File: config.mk
export PLATFORM = sky130hd
export DESIGN_NAME = chg_flag_gen
export DESIGN_NICKNAME = d
export VERILOG_FILES = /design/src/rtl/chg_pkg.sv /design/src/rtl/chg_ref_hold.sv /design/src/rtl/chg_compare.sv /design/src/rtl/chg_out_stage.sv /design/src/rtl/chg_flag_gen.sv
export SDC_FILE = /design/constraint.sdc
export NUM_CORES = 1
export LEC_CHECK = 0
export ABC_CLOCK_PERIOD_IN_PS = 1780
export BUFFER_PORTS_ARGS = -buffer_cell sky130_fd_sc_hd__buf_2
export CORE_ASPECT_RATIO = 2
export CORE_MARGIN = 1
export CORE_UTILIZATION = 25
export DETAILED_ROUTE_END_ITERATION = 10
export GPL_TIMING_DRIVEN = 1
export SLEW_MARGIN = 20
export SYNTH_ARGS = -nofsm -noshare
export SYNTH_HDL_FRONTEND = slang
export SYNTH_SLANG_ARGS = --single-unit
File: constraint.sdc
create_clock -name clk -period 1.78 [get_ports clk]
set_input_delay 0 -clock clk [delete_from_list [all_inputs] [get_ports clk]]
set_output_delay 0 -clock clk [all_outputs]
set_load 0.005 [all_outputs]
File: src/rtl/chg_pkg.sv
package chg_pkg;
  // Whether a comparison reference exists since the last reset.
  typedef enum logic {
    REF_EMPTY = 1'b0,
    REF_HELD  = 1'b1
  } ref_state_t;
endpackage

File: src/rtl/chg_ref_hold.sv
module chg_ref_hold
  import chg_pkg::*;
#(
  parameter int W = 8
) (
  input  logic         clk,
  input  logic         rst,
  input  logic         load,
  input  logic [W-1:0] load_data,
  output logic [W-1:0] ref_word,
  output ref_state_t   ref_state
);
  // Loads only on valid beats; idle cycles leave it untouched.
  always_ff @(posedge clk) begin
    if (rst) begin
      ref_word  <= '0;
      ref_state <= REF_EMPTY;
    end else if (load) begin
      ref_word  <= load_data;
      ref_state <= REF_HELD;
    end
  end
endmodule

File: src/rtl/chg_compare.sv
module chg_compare #(
  parameter int W      = 8,
  parameter int LANE_W = 4
) (
  input  logic [W-1:0] a,
  input  logic [W-1:0] b,
  output logic         differ
);
  localparam int NUM_LANES = (W + LANE_W - 1) / LANE_W;
  localparam int PAD_W     = NUM_LANES * LANE_W;

  logic [PAD_W-1:0]     pa, pb;
  logic [NUM_LANES-1:0] lane_diff;

  always_comb begin
    pa = '0;
    pb = '0;
    pa[W-1:0] = a;
    pb[W-1:0] = b;
  end

  // Per-lane inequality, then one OR across lanes.
  for (genvar i = 0; i < NUM_LANES; i++) begin : g_lane
    assign lane_diff[i] = |(pa[i*LANE_W +: LANE_W] ^ pb[i*LANE_W +: LANE_W]);
  end

  assign differ = |lane_diff;
endmodule

File: src/rtl/chg_out_stage.sv
module chg_out_stage #(
  parameter int W = 8
) (
  input  logic         clk,
  input  logic         rst,
  input  logic         beat_valid,
  input  logic [W-1:0] beat_data,
  input  logic         beat_new,
  output logic         out_valid,
  output logic [W-1:0] out_data,
  output logic         out_new
);
  always_ff @(posedge clk) begin
    if (rst) begin
      out_valid <= 1'b0;
      out_data  <= '0;
      out_new   <= 1'b0;
    end else begin
      out_valid <= beat_valid;
      out_data  <= beat_valid ? beat_data : '0;
      out_new   <= beat_valid & beat_new;
    end
  end
endmodule

File: src/rtl/chg_flag_gen.sv
module chg_flag_gen
  import chg_pkg::*;
#(
  parameter int DATA_W = 8,
  parameter int LANE_W = 4
) (
  input  logic              clk,
  input  logic              rst,
  input  logic              in_valid,
  input  logic [DATA_W-1:0] in_data,
  output logic              out_valid,
  output logic [DATA_W-1:0] out_data,
  output logic              out_new
);
  logic [DATA_W-1:0] ref_word;
  ref_state_t        ref_state;
  logic              word_differs;
  logic              flag_next;

  chg_ref_hold #(.W(DATA_W)) u_ref (
    .clk       (clk),
    .rst       (rst),
    .load      (in_valid),
    .load_data (in_data),
    .ref_word  (ref_word),
    .ref_state (ref_state)
  );

  chg_compare #(.W(DATA_W), .LANE_W(LANE_W)) u_cmp (
    .a      (in_data),
    .b      (ref_word),
    .differ (word_differs)
  );

  // With no reference yet, the beat is always reported as new.
  assign flag_next = (ref_state == REF_EMPTY) | word_differs;

  chg_out_stage #(.W(DATA_W)) u_out (
    .clk        (clk),
    .rst        (rst),
    .beat_valid (in_valid),
    .beat_data  (in_data),
    .beat_new   (flag_next),
    .out_valid  (out_valid),
    .out_data   (out_data),
    .out_new    (out_new)
  );
endmodule

## Yosys cells after proc, flatten, opt, wreduce, memory -nomap -nowiden

Index checks and enable logic that the tools add are counted.

| operators by class | value |
|---|---|
| reductions and logical operators | 2 |
| bitwise operators | 6 |

Operators with widths:

| cell | number |
|---|---|
| OR reduction 8 bit | 1 |
| bitwise XOR 4 bit | 2 |
| inverter 1 bit | 2 |
| OR reduction 2 bit | 1 |
| bitwise AND 1 bit | 1 |
| bitwise OR 1 bit | 1 |

| word-level totals | value |
|---|---|
| output and inout bits | 10 |
| input bits | 11 |
| flip-flop bits (word level) | 19 |

## Logic depth before layout (Yosys ltp)

| logic depth | value |
|---|---|
| word-level depth | 4 |
| gate-level depth with buffers | 4 |
| gate-level depth less buffers | 3 |

## Cells and area by module

A second synthesis with hierarchy kept.

| unflattened totals | value |
|---|---|
| cells, all modules | 61 |
| area, all modules | 690.7 um2 |

By module, submodules not included:

| module | seq. area each (um2) | times used | area an instance (um2) | cells an instance |
|---|---|---|---|---|
| chg_ref_hold | 180.2 | 1 | 312.8 | 29 |
| chg_out_stage | 200.2 | 1 | 285.3 | 20 |
| chg_compare | 0.0 | 1 | 86.3 | 11 |
| chg_flag_gen | 0.0 | 1 | 6.3 | 1 |

## Worst setup path before layout

No wires, ideal clock.

| timing path | value |
|---|---|
| path type | reg2reg |
| start | register u_ref.ref_word[3] |
| end | register u_out.out_new |
| path slack | 0.887 ns |
| setup time | 0.120 ns |
| data arrival time | 0.773 ns |
| required time | 1.660 ns |
| cell stages (with the launch flop) | 4 |
| cells stage by stage | dfxtp_1 -> xnor2_1 -> nand3_1 -> o31a_1 |

| between the ends | value |
|---|---|
| cells in the longest elaborated chain, start to end | 4 |

Ends and longest elaborated chain:

| what | RTL line | text |
|---|---|---|
| start, declared | chg_ref_hold.sv:10 | `output logic [W-1:0] ref_word,` |
| start signal, assigned | chg_ref_hold.sv:19 | `ref_word <= load_data;` |
| bitwise XOR 4 bit | chg_compare.sv:24 | `assign lane_diff[i] = \|(pa[i*LANE_W +: LANE_W] ^ pb[i*LANE_W +: LANE_W]);` |
| OR reduction 8 bit | chg_compare.sv:27 | `assign differ = \|lane_diff;` |
| bitwise OR 1 bit | chg_flag_gen.sv:36 | `assign flag_next = (ref_state == REF_EMPTY) \| word_differs;` |
| bitwise AND 1 bit | chg_out_stage.sv:21 | `out_new <= beat_valid & beat_new;` |
| end signal, assigned | chg_out_stage.sv:21 |  |
| end, declared | chg_out_stage.sv:11 | `output logic out_new` |

No other way between the ends.
A chain may end at the register's enable or synchronous reset.

## Worst setup path after layout

| timing path | value |
|---|---|
| start | input in_data[4] |
| end | register u_out.out_new |

| between the ends | value |
|---|---|
| cells in the longest elaborated chain, start to end | 4 |

Ends and longest elaborated chain:

| what | RTL line | text |
|---|---|---|
| start, declared | chg_flag_gen.sv:10 | `input logic [DATA_W-1:0] in_data,` |
| bitwise XOR 4 bit | chg_compare.sv:24 |  |
| OR reduction 8 bit | chg_compare.sv:27 |  |
| bitwise OR 1 bit | chg_flag_gen.sv:36 |  |
| bitwise AND 1 bit | chg_out_stage.sv:21 |  |

No other way between the ends.

==> summary.md <==
| Metric | Value |
|---|---|
| Die Y | 76.1 um |
| CORE AREA | 2570 um2 |
| Power density over the cells | 926 nW/um2 |
| Deepest clock path buffer count | 2 |
| Die footprint | 2970 um2 |
| RSZ-0062 raised after global routing | no |
| Synth warn | 0 |
| Mapped cell area | 686 um2 |
| Sum Neg Setup Slack | 0 ns |
| Reg area | 380 um2 |
| WL/cell | 9.95 um |
| Status | finished, final reports clean |
| Multi-input gate area | 275 um2 |
| Io pins | 21 |
| CTS root buffer | clkbuf_8 |
| Most area-consuming cells after synthesis | dfxtp_1 (55%), mux2i_1 (12%), xnor2_1 (10%) |
| Hold Path Sink | u_ref.ref_word[5] |
| TritonCTS buffer count | 3 |
| Starting Density | 26.7% |
| Top-area cell type share of the netlist area | 55.5% |
| Hold Startpoint | rst |
| Layout cells sized above 1 | 27.8% |
| Clock latency at the later pin of the worst-skew pair | 0.25 ns |
| Min Clock Period, post-route | 1.05 ns |
| Total Wirelength | 1170 um |
| Hpwl dp | 912 um |
| GPL Wtd Cong | 0.696 |
| MaxCap Viol Count | 0 |
| Final Cell Area | 917 um2 |
| Leak | 0.420 nW |
| Min-Delay Path Depth | 2 |
| Via Count | 509 |
| Fin nets | 102 |
| R2R Path End | u_out.out_new |
| Tcrit/Tclk final | 58.9% |
| Vias in the first global route | 452 |
| Buffers added on ports | 20 |
| Placed Area | 791 um2 |
| Final Hold Viols | 0 |
| Worst Reg-to-Reg Cells | 3 |
| Number of H-tree levels | 1 |
| Largest area contributor in the netlist | dfxtp_1 |
| Seq/Total Area, Yosys | 55.5% |
| Unique masters post-synth | 12 |
| Slew margin rel. | 81.5% |
| R2r startpoint | u_ref.ref_word[3] |
| CP max-delay cell | dlygate4sd3_1 |
| Peak per-stage delay on the critical path | 0.53 ns |
| Top-count cell post-synth | dfxtp_1 |
| Initial DRC count | 14 |
| Reg2Reg Setup Slack | 0.81 ns |
| Width of the die | 39.0 um |
| Ys flop type | dfxtp_1 |
| Tightest Hold Check Type | primary input to register |
| Total power draw | 0.849 mW |
| Slew @ Worst Pin | 0.278 ns |
| Pins Over Slew Limit | 0 |
| Synthesis-stage register bit count | 19 |
| Max Freq | 0.954 GHz |
| Crit-path cells | dlygate4sd3_1 > buf_2 > xnor2_1 > nand3_1 > o31a_1 |
| Type of origin of the critical path | primary input |
| Top post-synthesis cells by count | dfxtp_1 (19), nor2_1 (10), and2_1 (8), mux2i_1 (8), xnor2_1 (8) |
| Worst Hold Slack | 0.0604 ns |
| Gr ovfl total | 0 |
| Post-Syn Instances | 61 |
| CP endpoint kind | register |
| Syn avg cell area | 11.2 um2 |
| Gr usage total | 8.99% |
| CP arrival | 1.20 ns |
| Clock sink count | 19 |
| N_diodes | 0 |
| DR vias/cell | 4.31 |
| Critical Path Fanout Max | 3 |
| Residual DRC | 0 |
| Largest net degree at the start of global routing | 12 |
| Final Setup Violations | 0 |
| Max VDD drop | 433 uV |
| WS Path Type | primary input to register |
| Post-synth EDFFs | 0 |
| CTS tree | built |
| Setup Skew | 0.00263 ns |
| Fin worst setup slack | 0.732 ns |
| DP Worst Slack | 0.795 ns |
| Post-Syn Nets | 72 |
| Rows | 26 |
| Fill cells | 282 |
| First-pass GRT wire length | 1860 um |
| Synthesis-to-layout area growth | 33.8% |
| Final ANT Viol Nets | 0 |
| Antenna violations before repair | 0 |
| DR pass1 iterations | 4 |
| WP data required | 1.93 ns |
| Synth async-reset ratio | 0% |
| Worst-path clk slew | 0.07 ns |
-- state kept, by name, indices dropped and copies added (netlist names) --
signal	count
u_out.out_data	8
u_ref.ref_word	8
u_out.out_valid	1
u_out.out_new	1
u_ref.ref_state	1
-- power breakdown --
group / leakage (nW) / total, mW / switching [mW] / internal, mW
sequential: 0.157 / 0.457 / 0.00965 / 0.447
combinational: 0.238 / 0.0972 / 0.0411 / 0.0561
clock: 0.0255 / 0.296 / 0.140 / 0.155
-- cell usage in the layout, fill, tap and decap left out, drive strengths merged --
cell type    synthesis  layout
and2                 8       8
buf                  3      20
clkbuf               0       3
clkinv               0       1
dfxtp               19      19
dlygate4sd3          0       8
mux2i                8       8
nand2                1       1
nand3                1       1
nand4                1       1
nor2                10      10
nor2b                1       1
o31a                 1       1
xnor2                8       8
-- worst max-delay path: cells and delay by family --
kind | cells | cell delay [ns]
AO/OA/AOI/OAI | 1 | 0.28
buffers and inverters | 2 | 0.67
AND/OR/NAND/NOR | 1 | 0.10
XOR/XNOR | 1 | 0.14
-- worst max path at each step --
stage / depth (start not counted) / slack, ns / end / from
finish: 5 / 0.73 / u_out.out_new / in_data[4]
global placement: 3 / 0.83 / u_out.out_new / u_ref.ref_word[3]
CTS: 5 / 0.71 / u_out.out_new / in_data[3]
floorplan: 3 / 0.89 / u_out.out_new / u_ref.ref_word[3]
detailed placement: 3 / 0.80 / u_out.out_new / u_ref.ref_word[3]
global route: 5 / 0.67 / u_out.out_new / in_data[4]
-- metrics by stage --
step                cells  utilization, %
detailed placement    106            30.8
floorplan              61               -
finish                118            35.7
global route          118            35.7
CTS                   117            35.3
global placement      106            30.8
-- per-layer routing --
metal  part of all wire (%)  vias to the layer above  GRT usage, %
li1                       -                      253             -
met3                    2.9                        5          1.75
met4                    3.7                        0          7.24
met1                     38                      237          9.12
met2                     56                       14          14.5
met5                      0                        -             0
-- logic make-up (layout without fill, tap and decap cells) --
logic type      after synthesis  in the layout  synth area share, %
simple gates                 22             22                 17.0
flops                        19             19                 55.5
xor+xnor                      8              8                 10.2
mux                           8              8                 11.7
buf+inv                       3             32                 4.38
compound gates                1              1                 1.28
-- cell type report --
class                           count  share of cell area (%)
Timing Repair Buffer               28                    19.6
Multi-Input combinational cell     39                    30.0
Tap cell                           28                    3.82
Sequential cell                    19                    41.5
Clock buffer                        3                    4.50
Clock inverter                      1                   0.546
-- timing repair --
action                    in CTS  in global routing
hold endpoints to repair       7                  1
buffers inserted               0                  0
hold buffers                   7                  1
gates resized for setup        0                  0
No activity file was read; power rests on OpenSTA's default activity.
